### src/rtl/pirq_pkg.sv
package pirq_pkg;

    localparam int BASE_HZ = 256;
    localparam int CNT_W   = $clog2(BASE_HZ);

    typedef enum logic [2:0] {
        RATE_OFF  = 3'd0,
        RATE_256  = 3'd1,
        RATE_64   = 3'd2,
        RATE_16   = 3'd3,
        RATE_4    = 3'd4,
        RATE_2    = 3'd5,
        RATE_1    = 3'd6,
        RATE_RSVD = 3'd7
    } rate_sel_e;

    typedef struct packed {
        logic             active;
        logic [CNT_W-1:0] last;
    } rate_cfg_t;

    // Period length is a power of two; return the last count of the period.
    function automatic rate_cfg_t decode_rate(rate_sel_e s);
        rate_cfg_t c;
        int        k;
        c.active = 1'b1;
        case (s)
            RATE_256: k = 0;
            RATE_64:  k = 2;
            RATE_16:  k = 4;
            RATE_4:   k = 6;
            RATE_2:   k = 7;
            RATE_1:   k = 8;
            default: begin
                k        = 0;
                c.active = 1'b0;
            end
        endcase
        c.last = CNT_W'((1 << k) - 1);
        return c;
    endfunction

endpackage

### src/rtl/pirq_rate_decode.sv
module pirq_rate_decode
    import pirq_pkg::*;
(
    input  rate_sel_e sel,
    output rate_cfg_t cfg
);
    always_comb cfg = decode_rate(sel);
endmodule

### src/rtl/pirq_divider.sv
module pirq_divider
    import pirq_pkg::*;
(
    input  logic      clk,
    input  logic      rst,
    input  logic      tick,
    input  logic      restart,
    input  rate_cfg_t cfg,
    output logic      wrap
);
    logic [CNT_W-1:0] cnt_q;

    assign wrap = tick && cfg.active && !restart && (cnt_q == cfg.last);

    always_ff @(posedge clk) begin
        if (rst) begin
            cnt_q <= '0;
        end else if (restart || !cfg.active) begin
            cnt_q <= '0;
        end else if (tick) begin
            cnt_q <= (cnt_q == cfg.last) ? '0 : cnt_q + 1'b1;
        end
    end
endmodule

### src/rtl/pirq_flag.sv
module pirq_flag (
    input  logic clk,
    input  logic rst,
    input  logic set_i,
    input  logic clr_i,
    output logic flag_o
);
    always_ff @(posedge clk) begin
        if (rst)        flag_o <= 1'b0;
        else if (set_i) flag_o <= 1'b1;
        else if (clr_i) flag_o <= 1'b0;
    end
endmodule

### src/rtl/periodic_irq_gen.sv
module periodic_irq_gen
    import pirq_pkg::*;
#(
    parameter int DATA_W   = 8,
    parameter int SEL_LSB  = 4,
    parameter int FLAG_BIT = 7
) (
    input  logic              clk,
    input  logic              rst,
    input  logic              tick_256,
    input  logic              reg_we,
    input  logic [DATA_W-1:0] reg_wdata,
    output logic [DATA_W-1:0] reg_rdata,
    output logic              per_irq
);
    localparam int SEL_W = $bits(rate_sel_e);
    localparam logic [DATA_W-1:0] USED_MASK =
        DATA_W'((1 << FLAG_BIT) | (((1 << SEL_W) - 1) << SEL_LSB));

    rate_sel_e sel_q;
    rate_sel_e wsel;
    rate_cfg_t cfg;
    logic      restart;
    logic      wrap;
    logic      flag;
    logic      unused_wbits;

    assign wsel         = rate_sel_e'(reg_wdata[SEL_LSB +: SEL_W]);
    assign restart      = reg_we && (wsel != sel_q);
    assign unused_wbits = ^(reg_wdata & ~USED_MASK);

    always_ff @(posedge clk) begin
        if (rst)         sel_q <= RATE_OFF;
        else if (reg_we) sel_q <= wsel;
    end

    pirq_rate_decode u_dec (
        .sel (sel_q),
        .cfg (cfg)
    );

    pirq_divider u_div (
        .clk     (clk),
        .rst     (rst),
        .tick    (tick_256),
        .restart (restart),
        .cfg     (cfg),
        .wrap    (wrap)
    );

    pirq_flag u_flag (
        .clk    (clk),
        .rst    (rst),
        .set_i  (wrap),
        .clr_i  (reg_we && !reg_wdata[FLAG_BIT]),
        .flag_o (flag)
    );

    always_comb begin
        reg_rdata                    = '0;
        reg_rdata[FLAG_BIT]          = flag;
        reg_rdata[SEL_LSB +: SEL_W]  = sel_q;
    end

    assign per_irq = flag && cfg.active;
endmodule

### config.mk
export PLATFORM = sky130hd
export DESIGN_NAME = periodic_irq_gen
export DESIGN_NICKNAME = d
export VERILOG_FILES = /design/src/rtl/pirq_pkg.sv /design/src/rtl/pirq_rate_decode.sv /design/src/rtl/pirq_divider.sv /design/src/rtl/pirq_flag.sv /design/src/rtl/periodic_irq_gen.sv
export SDC_FILE = /design/constraint.sdc
export NUM_CORES = 1
export LEC_CHECK = 0
export BUFFER_PORTS_ARGS = -buffer_cell sky130_fd_sc_hd__clkbuf_2
export CAP_MARGIN = 20
export CORE_MARGIN = 4
export CORE_UTILIZATION = 45
export DETAILED_ROUTE_END_ITERATION = 10
export PLACE_DENSITY = 0.71
export SYNTH_ARGS = -nofsm -noshare
export SYNTH_HDL_FRONTEND = slang
export SYNTH_SLANG_ARGS = --single-unit
### constraint.sdc
create_clock -name clk -period 1.8 [get_ports clk]
set_input_delay 0.36 -clock clk [delete_from_list [all_inputs] [get_ports clk]]
set_output_delay 0.36 -clock clk [all_outputs]
set_load 0.01 [all_outputs]
Word level (Yosys, flattened, before mapping)
Cells that the tools add are included.
{"block": "word_totals", "reg_bits": 12, "elab_cells": 32, "output_inout_bits": 9, "input_bits": 12}
{"block": "op_classes", "eq_ne": 8, "add_sub_neg": 2, "shift": 1, "n_reduce_logical": 13, "n_mux": 5}
{"operator": "case mux 4 bit (5 select lines)", "count": 1}
{"operator": "== test 3 bit, second input constant", "count": 3}
{"operator": "adder 8 x 1 -> 8 bit, second input constant", "count": 1}
{"operator": "== test 8 bit", "count": 1}
{"operator": "2-to-1 mux 8 bit", "count": 1}
{"operator": "<< shifter 1 x 4 -> 8 bit, first input constant", "count": 1}
{"operator": "subtractor 8 x 2 -> 8 bit, second input constant", "count": 1}
{"operator": "== test 3 x 2 -> 1 bit, second input constant", "count": 2}
{"operator": "logical AND 1 bit", "count": 6}
{"operator": "OR reduction 6 bit", "count": 1}
{"operator": "== test 3 x 1 -> 1 bit, second input constant", "count": 1}
{"operator": "zero test 1 bit", "count": 3}
{"operator": "2-to-1 mux 1 bit", "count": 3}
{"operator": "inequality test 3 bit", "count": 1}
{"operator": "nonzero test 2 bit", "count": 1}
{"operator": "OR reduction 2 bit", "count": 1}
{"operator": "logical OR 1 bit", "count": 1}

Longest topological paths before layout
Gate-level depths: netlist (run 1).
{"block": "depth", "depth_word": 7, "mapped_depth": 10, "mapped_depth_nobuf": 8}

Cells and area by module
A second synthesis (run 1) with hierarchy kept.
{"block": "unflattened", "hier_cells": 96, "area_unflattened_um2": 819.5}
{"module": "pirq_divider", "instances": 1, "cells_per_inst": 50, "seq_area_each_um2": 160.2, "area_per_inst_um2": 447.9}
{"module": "periodic_irq_gen", "instances": 1, "cells_per_inst": 22, "seq_area_each_um2": 60.1, "area_per_inst_um2": 195.2}
{"module": "pirq_rate_decode", "instances": 1, "cells_per_inst": 20, "seq_area_each_um2": 0.0, "area_per_inst_um2": 137.6}
{"module": "pirq_flag", "instances": 1, "cells_per_inst": 4, "seq_area_each_um2": 20.0, "area_per_inst_um2": 38.8}

Worst setup path after synthesis (run 1)
Ideal clock, no wire load.
{"block": "synth_timing", "kind": "register to register", "startpoint": "register sel_q[2]", "endpoint": "register u_flag.flag_o", "path_stages_with_launch": 11, "setup_time_ns": 0.116, "arrival_time_ns": 1.915, "setup_slack_ns": -0.230, "t_required_ns": 1.684, "n_path_buf": 2, "synth_period_minus_slack_ns": 2.030, "path_cell_list": "dfxtp_1 > buf_4 > nor2_1 > a21oi_1 > ha_1 > and4bb_2 > a21oi_1 > xor2_1 > and4_1 > buf_4 > a31o_1"}
{"block": "synth_via", "elab_chain_cells": 7, "elab_cells_between_ends": 20, "cone_classes": "add/sub (1); eq/ne (8); shift (1); mux (3); reduce/logical (7)"}
{"item": "from (decl)", "line_no": "periodic_irq_gen.sv:20", "source": "rate_sel_e sel_q;"}
{"item": "from (signal assigned)", "line_no": "periodic_irq_gen.sv:34", "source": "else if (reg_we) sel_q <= wsel;"}
{"item": "== test 3 bit (tied with other cells)", "line_no": "pirq_pkg.sv:27", "source": "case (s)"}
{"item": "case mux 4 bit (5 select lines) or OR reduction 6 bit (tied branches)"}
{"item": "<< shifter 1 x 4 -> 8 bit or 2-to-1 mux 1 bit (tied branches)", "line_no": "pirq_pkg.sv:39, pirq_pkg.sv:27"}
{"item": "subtractor 8 x 2 -> 8 bit or logical AND 1 bit (tied branches)", "line_no": "pirq_pkg.sv:39, pirq_divider.sv:13"}
{"item": "== test 8 bit or logical AND 1 bit (tied branches)", "line_no": "pirq_divider.sv:13", "source": "assign wrap = tick && cfg.active && !restart && (cnt_q == cfg.last);"}
{"item": "logical AND 1 bit (*)", "line_no": "pirq_divider.sv:13"}
{"item": "2-to-1 mux 1 bit or nonzero test 2 bit (tied branches)"}
{"item": "to (signal assigned)", "line_no": "pirq_flag.sv:9", "source": "if (rst) flag_o <= 1'b0;"}
{"item": "to (signal assigned)", "line_no": "pirq_flag.sv:10", "source": "else if (set_i) flag_o <= 1'b1;"}
{"item": "to (signal assigned)", "line_no": "pirq_flag.sv:11", "source": "else if (clr_i) flag_o <= 1'b0;"}
{"item": "to (decl)", "line_no": "pirq_flag.sv:6", "source": "output logic flag_o"}
Every way passes the cells marked *; elsewhere a longest branch is shown, timed or not.
A chain may end at the register's enable or synchronous reset.

Final worst setup path (run 1)
{"block": "layout_timing", "startpoint": "register sel_q[1]", "endpoint": "register u_flag.flag_o"}
The elaborated chain is that of the path after synthesis.

==> impl_metrics.env, run 1 <==
export IMPL_status="finished, violations left"
export IMPL_violations="setup timing"
export IMPL_antenna_found_initial=0
export IMPL_cts_hold_buf=0
export IMPL_yosys_warnings=0
export IMPL_synth_compound_area_share_pct=17.4
export IMPL_synth_top_family_by_area="simple AND/OR/NAND/NOR gates"
export IMPL_htree_levels=1
export IMPL_drive_above_1_share_pct=30.5
export IMPL_hold_path_class="input port to flip-flop"
export IMPL_rsz0062_at_grt="yes"
export IMPL_wl_per_cell_um=12.5
export IMPL_whs_ps=325
export IMPL_fin_setup_tns_ps=-536
export IMPL_synth_area_mux_share_pct=3.31
export IMPL_crit_path_end_kind="flip-flop"
export IMPL_path_clk_slew_ps=70
export IMPL_cts_tree="yes"
export IMPL_place_gp_congestion=0.740
export IMPL_synthCells=112
export IMPL_synth_ff_type="dfxtp_1"
export IMPL_netlist_cell_type_count=38
export IMPL_io_buffers=12
export IMPL_first_pass_iters=4
export IMPL_first_global_vias=755
export IMPL_io_pins=21
export IMPL_ir_worst_vdd_mv=0.600
export IMPL_coreArea_um2=1820
export IMPL_critPathMaxFanout=4
export IMPL_grt_usage_pct=15.9
export IMPL_rows=15
export IMPL_critPathLaunchType="flip-flop"
export IMPL_p_leak_nw=0.472
export IMPL_globalRouteOverflowTotal=0
export IMPL_drc=0
export IMPL_area_growth_pct=20.4
export IMPL_dr_first_iter_drc_count=12
export IMPL_fp_dieArea_um2=2790
export IMPL_insertion_delay_ps=260
export IMPL_grt_start_max_net_pins=16
export IMPL_viasPerCell=5.30
export IMPL_fmax_mhz=535
export IMPL_synth_xor_area_share_pct=13.5
export IMPL_fin_ws_ps=-69.4
export IMPL_final_nets=146
export IMPL_detail_route_antenna_nets=0
export IMPL_dieWidth_um=52.9
export IMPL_dp_slack_ps=-211
export IMPL_avgSynthCellArea_um2=8.09
export IMPL_worst_setup_path_type="flip-flop to flip-flop"
export IMPL_drv_slew=0
export IMPL_numCtsBuffers=3
export IMPL_diodes=0
export IMPL_power_density_nw_per_um2=595
export IMPL_grt_pass1_wl_um=3340
export IMPL_synthAdderAreaFrac_pct=2.76
export IMPL_ys_seq_area_share_pct=26.5
export IMPL_cts_sinks=12
export IMPL_place_hpwl_um=1480
export IMPL_cts_root_buf="clkbuf_4"
export IMPL_synth_enable_flop_cells=0
export IMPL_clock_path_buffers=2
export IMPL_synthSimpleGateAreaFrac_pct=25.0
export IMPL_synth_seq_cells=12
export IMPL_fin_skew_ps=0.481
export IMPL_drv_cap=0
export IMPL_synthArstFlopShare_pct=0
export IMPL_setup_viol=9
export IMPL_initial_core_util_pct=49.8
export IMPL_fin_crit_sh_pct=104
export IMPL_post_route_min_period_ps=1870
export IMPL_die_y_um=52.9
export IMPL_required_ps=2010
export IMPL_critPathArrivalTime_ps=2080
export IMPL_final_hold_viol_count=0
export IMPL_drt_total_wl_um=1950
export IMPL_vias=827
export IMPL_syn_area_um2=906
cell type report:
class	count	area, um^2
multi-input combinational	88	606
timing repair buffer	25	165
tap	25	31.3
sequential	12	245
clock buffer	4	36.3
fill	170	729
inverter	2	7.51
cells by family (layout without fill, tap and decap cells):
family | count (synthesis) | in the layout
AO/OA/AOI/OAI | 24 | 24
XOR/XNOR | 14 | 14
adder cells (fa/ha/maj) | 2 | 2
buffers and inverters | 15 | 31
flip-flops | 12 | 12
multiplexers | 3 | 3
other | 2 | 5
AND/OR/NAND/NOR | 40 | 40
cell usage in the layout (no fill, tap or decap), types with 4 or more instances in the layout:
| master | netlist | routed |
|---|---|---|
| nand2_1 | 8 | 8 |
| nand3b_1 | 4 | 4 |
| xnor2_1 | 11 | 11 |
| conb_1 | 2 | 5 |
| o21ai_1 | 3 | 4 |
| dfxtp_1 | 12 | 10 |
| nand3_1 | 5 | 5 |
| a21oi_1 | 11 | 9 |
| buf_4 | 8 | 11 |
| nor2_1 | 9 | 8 |
| clkbuf_2 | 0 | 12 |
report_power, final:
group	total, W	switching [W]	internal (W)
Clock	0.000207	0.0000847	0.000123
Sequential	0.000278	0.00000772	0.000271
Combinational	0.000163	0.0000822	0.0000808
sequential cells by signal, indices dropped and copies added (netlist names):
signal	flops
u_flag.flag_o	1
sel_q	3
u_div.cnt_q	8
Yosys cell counts, types with 2 or more instances:
cell type	count	area share [%]
conb_1	2	0.83
nand4_1	2	1.4
nand3b_1	4	3.3
nand3_1	5	2.8
dfxtp_1	12	27
inv_1	2	0.83
nand2_1	8	3.3
o21ai_1	3	1.7
xnor2_1	11	11
a21oi_1	11	6.1
mux2i_1	3	3.3
ha_1	2	2.8
clkbuf_1	2	0.83
xor2_1	3	2.9
nor2_1	9	3.7
and3_1	2	1.4
buf_4	8	6.6
a21o_1	2	1.7
buf_2	2	1.1
worst max-delay path, cell delays in order (launching register included):
cell and delay [ps]:
dfxtp_2 350, and2_4 150, a21oi_4 120, ha_2 180, and4bb_2 230, a21oi_2 130, xor2_1 160, and4_4 260
buf_6 110, a31o_1 130
routing by layer:
layer	track usage (%)	part of all wire [%]
met4	5.11	0.46
met1	21.7	47
met2	26.0	50
met5	0	0
met3	1.69	2.4
metrics by stage:
stage	instances	utilization, %	area (um^2)	power (W)
after CTS	156	59.5	1080	0.000653
after global placement	151	56.0	1020	0.000425
final	156	59.9	1090	0.000649
after global routing	156	59.9	1090	0.000688
after floorplan	115	-	931	0.000391
after detailed placement	151	56.0	1020	0.000432
worst paths after layout:
path	depth (start not counted)	start	to	slack, ps
setup reg to reg	9	sel_q[1]	u_flag.flag_o	-70
hold / removal	2	rst	sel_q[2]	320
setup / recovery	9	sel_q[1]	u_flag.flag_o	-70
hold reg to reg	2	u_div.cnt_q[1]	u_div.cnt_q[1]	540
repair_timing:
item | CTS | global route
buffers inserted | 1 | 0
setup endpoints to repair | 9 | 9
pin swaps | 6 | 1
resized for setup | 8 | 1
Power figures use the tool's default switching activity.
==> run 2: changes to the inputs <==
--- a/config.mk
+++ b/config.mk
@@ -10,7 +10,7 @@
 export CORE_MARGIN = 4
 export CORE_UTILIZATION = 45
 export DETAILED_ROUTE_END_ITERATION = 10
-export PLACE_DENSITY = 0.71
+export PLACE_DENSITY_LB_ADDON = 0.12
 export SYNTH_ARGS = -nofsm -noshare
 export SYNTH_HDL_FRONTEND = slang
 export SYNTH_SLANG_ARGS = --single-unit
==> impl_metrics.env, run 2 (synthesis gave the netlist of run 1 again) <==
export IMPL_final_hold_viol_count=0
export IMPL_drive_above_1_share_pct=29.8
export IMPL_first_global_vias=757
export IMPL_die_y_um=52.9
export IMPL_placed_area_um2=1020
export IMPL_combPwrFrac_pct=24.2
export IMPL_power_density_nw_per_um2=593
export IMPL_fin_skew_ps=3.57
export IMPL_dieWidth_um=52.9
export IMPL_r2r_slack_ps=-30
export IMPL_crit_path_end_kind="flip-flop"
export IMPL_critPathMaxFanout=6
export IMPL_switching_share_pct=27.7
export IMPL_post_route_min_period_ps=1830
export IMPL_violations="setup timing"
export IMPL_whs_ps=323
export IMPL_p_seq_share_pct=42.6
export IMPL_required_ps=1980
export IMPL_fin_crit_sh_pct=102
export IMPL_rsz0062_at_grt="yes"
export IMPL_critPathArrivalTime_ps=2010
export IMPL_viasPerCell=5.18
export IMPL_p_sw_w=0.000180
export IMPL_io_pins=21
export IMPL_grt_pass1_wl_um=3260
export IMPL_dr_first_iter_drc_count=22
export IMPL_fmax_mhz=546
export IMPL_place_hpwl_um=1410
export IMPL_setup_viol=6
export IMPL_vias=808
export IMPL_fp_dieArea_um2=2790
export IMPL_antenna_found_initial=0
export IMPL_r2r_end="u_flag.flag_o"
export IMPL_regMostFlops="u_div.cnt_q"
export IMPL_multi_input_area_um2=613
export IMPL_drv_cap=0
export IMPL_worst_setup_path_type="flip-flop to flip-flop"
export IMPL_hold_path_class="input port to flip-flop"
export IMPL_fin_setup_tns_ps=-76.2
export IMPL_diodes=0
export IMPL_insertion_delay_ps=270
export IMPL_initial_core_util_pct=49.8
export IMPL_clkPwrFrac_pct=33.3
export IMPL_largestRegisters="u_div.cnt_q x8, sel_q x3, u_flag.flag_o x1"
export IMPL_numCtsBuffers=3
export IMPL_place_gp_congestion=0.779
export IMPL_path_clk_slew_ps=80
export IMPL_fillers=176
export IMPL_drc=0
export IMPL_cts_tree="yes"
export IMPL_first_pass_iters=4
export IMPL_mostFrequentLayoutCell="buf_4"
export IMPL_cts_root_buf="clkbuf_4"
export IMPL_coreArea_um2=1820
export IMPL_ir_worst_vdd_mv=0.334
export IMPL_hold_depth=2
export IMPL_fin_ws_ps=-32.5
export IMPL_drt_total_wl_um=1860
export IMPL_htree_levels=1
export IMPL_drv_slew=0
export IMPL_largest_reg_flops=8
export IMPL_cp_startpoint="sel_q[2]"
export IMPL_wl_per_cell_um=11.9
export IMPL_min_to="sel_q[1]"
export IMPL_r2r_start="sel_q[2]"
export IMPL_p_leak_nw=0.473
export IMPL_rows=15
export IMPL_globalRouteOverflowTotal=0
export IMPL_reg2reg_depth=9
export IMPL_grt_usage_pct=15.6
export IMPL_detail_route_antenna_nets=0
export IMPL_cts_sinks=12
export IMPL_area_growth_pct=21.1
export IMPL_final_cell_mix="buf_4, xnor2_1, clkbuf_2, dfxtp_1, a21oi_1"
export IMPL_status="finished, violations left"
export IMPL_hp_start="rst"
export IMPL_design_area_um2=1100
export IMPL_critPathLaunchType="flip-flop"
export IMPL_grt_start_max_net_pins=16
export IMPL_io_buffers=12
export IMPL_cts_hold_buf=0
export IMPL_p_int_w=0.000471
export IMPL_final_nets=146
export IMPL_clock_path_buffers=2
export IMPL_area_sequential_um2=248
run 2: cell types whose count changed in the layout (fill, tap and decap cells not counted):
cell	change
and4_1	+1
and4_4	-1
buf_2	+1
buf_4	+1
buf_6	-1
clkbuf_2	-1
dfxtp_2	-1
dfxtp_4	+1
ha_2	-1
ha_4	+1
run 2: worst max path at each step:
stage	end	slack [ps]
after floorplan	u_flag.flag_o	200
after global placement	u_flag.flag_o	-140
after detailed placement	u_div.cnt_q[5]	-150
after CTS	u_flag.flag_o	-50
after global routing	u_flag.flag_o	-140
final	u_flag.flag_o	-30
run 2: metal layers:
metal | global-route usage (%) | up-vias | part of all wire, %
met3 | 2.54 | 2 | 4.0
met4 | 7.66 | 0 | 0.32
li1 | - | 417 | -
met2 | 25.6 | 18 | 46
met5 | 0 | - | 0
met1 | 19.7 | 371 | 49
run 2: timing repair:
| action | in CTS | in global routing |
|---|---|---|
| buffers inserted | 0 | 1 |
| resized for setup | 5 | 4 |
| endpoints found under the setup margin | 9 | 9 |
| pin swaps | 5 | 0 |
| gates cloned | 0 | 0 |
run 2: layout make-up:
cell class                      instances  area share, %
Sequential cell                        12           22.6
Tap cell                               25           2.85
Clock buffer                            4           3.31
Inverter                                2          0.684
Timing Repair Buffer                   25           14.7
Multi-Input combinational cell         88           55.9
run 2: metrics by stage:
stage / utilization, % / total power [W] / std cells / setup WS, ps
2_1_floorplan: - / 0.000391 / 115 / 202
3_5_place_dp: 56.0 / 0.000430 / 151 / -147
5_1_grt: 60.3 / 0.000695 / 156 / -144
4_1_cts: 58.8 / 0.000656 / 155 / -52.7
3_3_place_gp: 56.0 / 0.000426 / 151 / -141
6_report: 60.3 / 0.000651 / 156 / -32.5
run 2: power groups by stage:
stage	registers, W	clock network [W]	logic (W)
after CTS	0.000278	0.000226	0.000152
after detailed placement	0.000283	0	0.000147
after floorplan	0.000286	0	0.000105
after global routing	0.000279	0.000242	0.000175
final	0.000277	0.000217	0.000157
after global placement	0.000283	0	0.000143
run 2: worst max-delay path: stages (launching register included):
cell	delay (ps)
dfxtp_4	370
nor2_2	170
a21oi_4	50
ha_4	160
and4bb_2	280
a21oi_2	40
xor2_1	130
and4_1	200
buf_6	140
a31o_1	200
==> run 3: changes to the inputs <==
--- a/config.mk
+++ b/config.mk
@@ -14,3 +14,4 @@
 export SYNTH_ARGS = -nofsm -noshare
 export SYNTH_HDL_FRONTEND = slang
 export SYNTH_SLANG_ARGS = --single-unit
+export TNS_END_PERCENT = 50
==> impl_metrics.env, run 3 (synthesis gave the netlist of run 1 again) <==
export IMPL_vias=808
export IMPL_detail_route_antenna_nets=0
export IMPL_wl_per_cell_um=11.9
export IMPL_worst_path_buf_inv=1
export IMPL_diodes=0
export IMPL_crit_path_end="u_flag.flag_o"
export IMPL_post_route_min_period_ps=1830
export IMPL_p_leak_nw=0.473
export IMPL_area_growth_pct=21.1
export IMPL_path_cells="nor2_2 -> a21oi_4 -> ha_4 -> and4bb_2 -> a21oi_2 -> xor2_1 -> and4_1 -> buf_6 -> a31o_1"
export IMPL_drive_above_1_share_pct=29.8
export IMPL_worst_setup_path_type="flip-flop to flip-flop"
export IMPL_status="finished, violations left"
export IMPL_coreArea_um2=1820
export IMPL_final_cell_mix="buf_4, xnor2_1, clkbuf_2, dfxtp_1, a21oi_1"
export IMPL_crit_path_end_kind="flip-flop"
export IMPL_violations="setup timing"
export IMPL_critPathArrivalTime_ps=2010
export IMPL_design_area_um2=1100
export IMPL_cts_tree="yes"
export IMPL_io_pins=21
export IMPL_final_hold_viol_count=0
export IMPL_insertion_delay_ps=270
export IMPL_critPathMaxFanout=6
export IMPL_path_clk_slew_ps=80
export IMPL_place_hpwl_um=1410
export IMPL_grt_use_met2_pct=25.6
export IMPL_grtUsageMet1_pct=19.7
export IMPL_fin_crit_sh_pct=102
export IMPL_cts_root_buf="clkbuf_4"
export IMPL_hold_path_class="input port to flip-flop"
export IMPL_reg2reg_depth=9
export IMPL_r2r_slack_ps=-30
export IMPL_grt_busiest_layer="met2"
export IMPL_dp_slack_ps=-147
export IMPL_dieWidth_um=52.9
export IMPL_placed_area_um2=1020
export IMPL_r2r_start="sel_q[2]"
export IMPL_power_w=0.000651
export IMPL_power_density_nw_per_um2=593
export IMPL_drv_cap=0
export IMPL_first_pass_iters=4
export IMPL_clock_path_buffers=2
export IMPL_place_gp_congestion=0.779
export IMPL_fin_setup_tns_ps=-76.2
export IMPL_crit_family="simple AND/OR/NAND/NOR gates"
export IMPL_io_buffers=12
export IMPL_cts_hold_buf=0
export IMPL_fin_ws_ps=-32.5
export IMPL_whs_ps=323
export IMPL_mostFrequentLayoutCell="buf_4"
export IMPL_cp_startpoint="sel_q[2]"
export IMPL_rows=15
export IMPL_fmax_mhz=546
export IMPL_globalRouteOverflowTotal=0
export IMPL_initial_core_util_pct=49.8
export IMPL_first_global_vias=757
export IMPL_critPathLaunchType="flip-flop"
export IMPL_antenna_found_initial=0
export IMPL_grt_util_met3_pct=2.54
export IMPL_cts_sinks=12
export IMPL_regMostFlops="u_div.cnt_q"
export IMPL_ir_worst_vdd_mv=0.334
export IMPL_cp_num_cells=9
export IMPL_setup_viol=6
export IMPL_die_y_um=52.9
export IMPL_fp_dieArea_um2=2790
export IMPL_rsz0062_at_grt="yes"
export IMPL_grt_pass1_wl_um=3260
export IMPL_dr_first_iter_drc_count=22
export IMPL_r2r_end="u_flag.flag_o"
export IMPL_grt_usage_pct=15.6
export IMPL_viasPerCell=5.18
export IMPL_htree_levels=1
export IMPL_largest_reg_flops=8
export IMPL_fin_skew_ps=3.57
export IMPL_drc=0
export IMPL_drt_total_wl_um=1860
export IMPL_required_ps=1980
export IMPL_largestRegisters="u_div.cnt_q x8, sel_q x3, u_flag.flag_o x1"
export IMPL_numCtsBuffers=3
export IMPL_cp_slowest_cell="dfxtp_4"
export IMPL_final_nets=146
export IMPL_drv_slew=0
export IMPL_grt_start_max_net_pins=16
export IMPL_slowest_delay_ps=370
[run 3: cell counts in the layout (fill, tap and decap cells not counted)]
Identical to the previous run, type by type.
[run 3: power breakdown]
group	leakage (nW)	switching, W	total, W	internal [W]
combinational	0.353	0.0000796	0.000157	0.0000777
clock	0.0210	0.0000935	0.000217	0.000123
sequential	0.0986	0.00000719	0.000277	0.000270
[run 3: cell type report]
class	instances	area, um^2
sequential	12	248
tap	25	31.3
fill	176	723
timing repair buffer	25	161
multi-input combinational	88	613
clock buffer	4	36.3
inverter	2	7.51
[run 3: per-layer routing]
metal  share of wire (%)  up-vias  routed length, um
met5                   0        -                  0
met4                0.32        0                  6
met3                 4.0        2                 75
met2                  46       18                856
met1                  49      371                920
li1                    -      417                  -
[run 3: stage by stage]
stage,utilization (%),std cells
final,60.3,156
after global routing,60.3,156
after CTS,58.8,155
after detailed placement,56.0,151
after global placement,56.0,151
after floorplan,-,115
[run 3: how the worst min path moves through the flow]
stage / startpoint / end / slack (ps) / cells after the start
3_3_place_gp: u_div.cnt_q[1] / u_div.cnt_q[1] / 520 / 2
3_5_place_dp: u_div.cnt_q[1] / u_div.cnt_q[1] / 520 / 2
4_1_cts: rst / sel_q[1] / 310 / 2
6_report: rst / sel_q[1] / 320 / 2
5_1_grt: rst / sel_q[1] / 310 / 2
2_1_floorplan: rst / sel_q[2] / 420 / 1
[run 3: what timing repair did]
| item | in CTS | in global routing |
|---|---|---|
| pin swaps | 5 | 0 |
| setup endpoints to repair | 9 | 9 |
| gates resized for setup | 5 | 4 |
| buffers inserted | 0 | 1 |
[run 3: worst register-to-register path, delay by kind of cell, from the launching register on]
family / cells / cell delay (ps)
AO/OA/AOI/OAI: 3 / 290
AND/OR/NAND/NOR: 3 / 650
adder cells (fa/ha/maj): 1 / 160
flip-flops: 1 / 370
buffers and inverters: 1 / 140
XOR/XNOR: 1 / 130
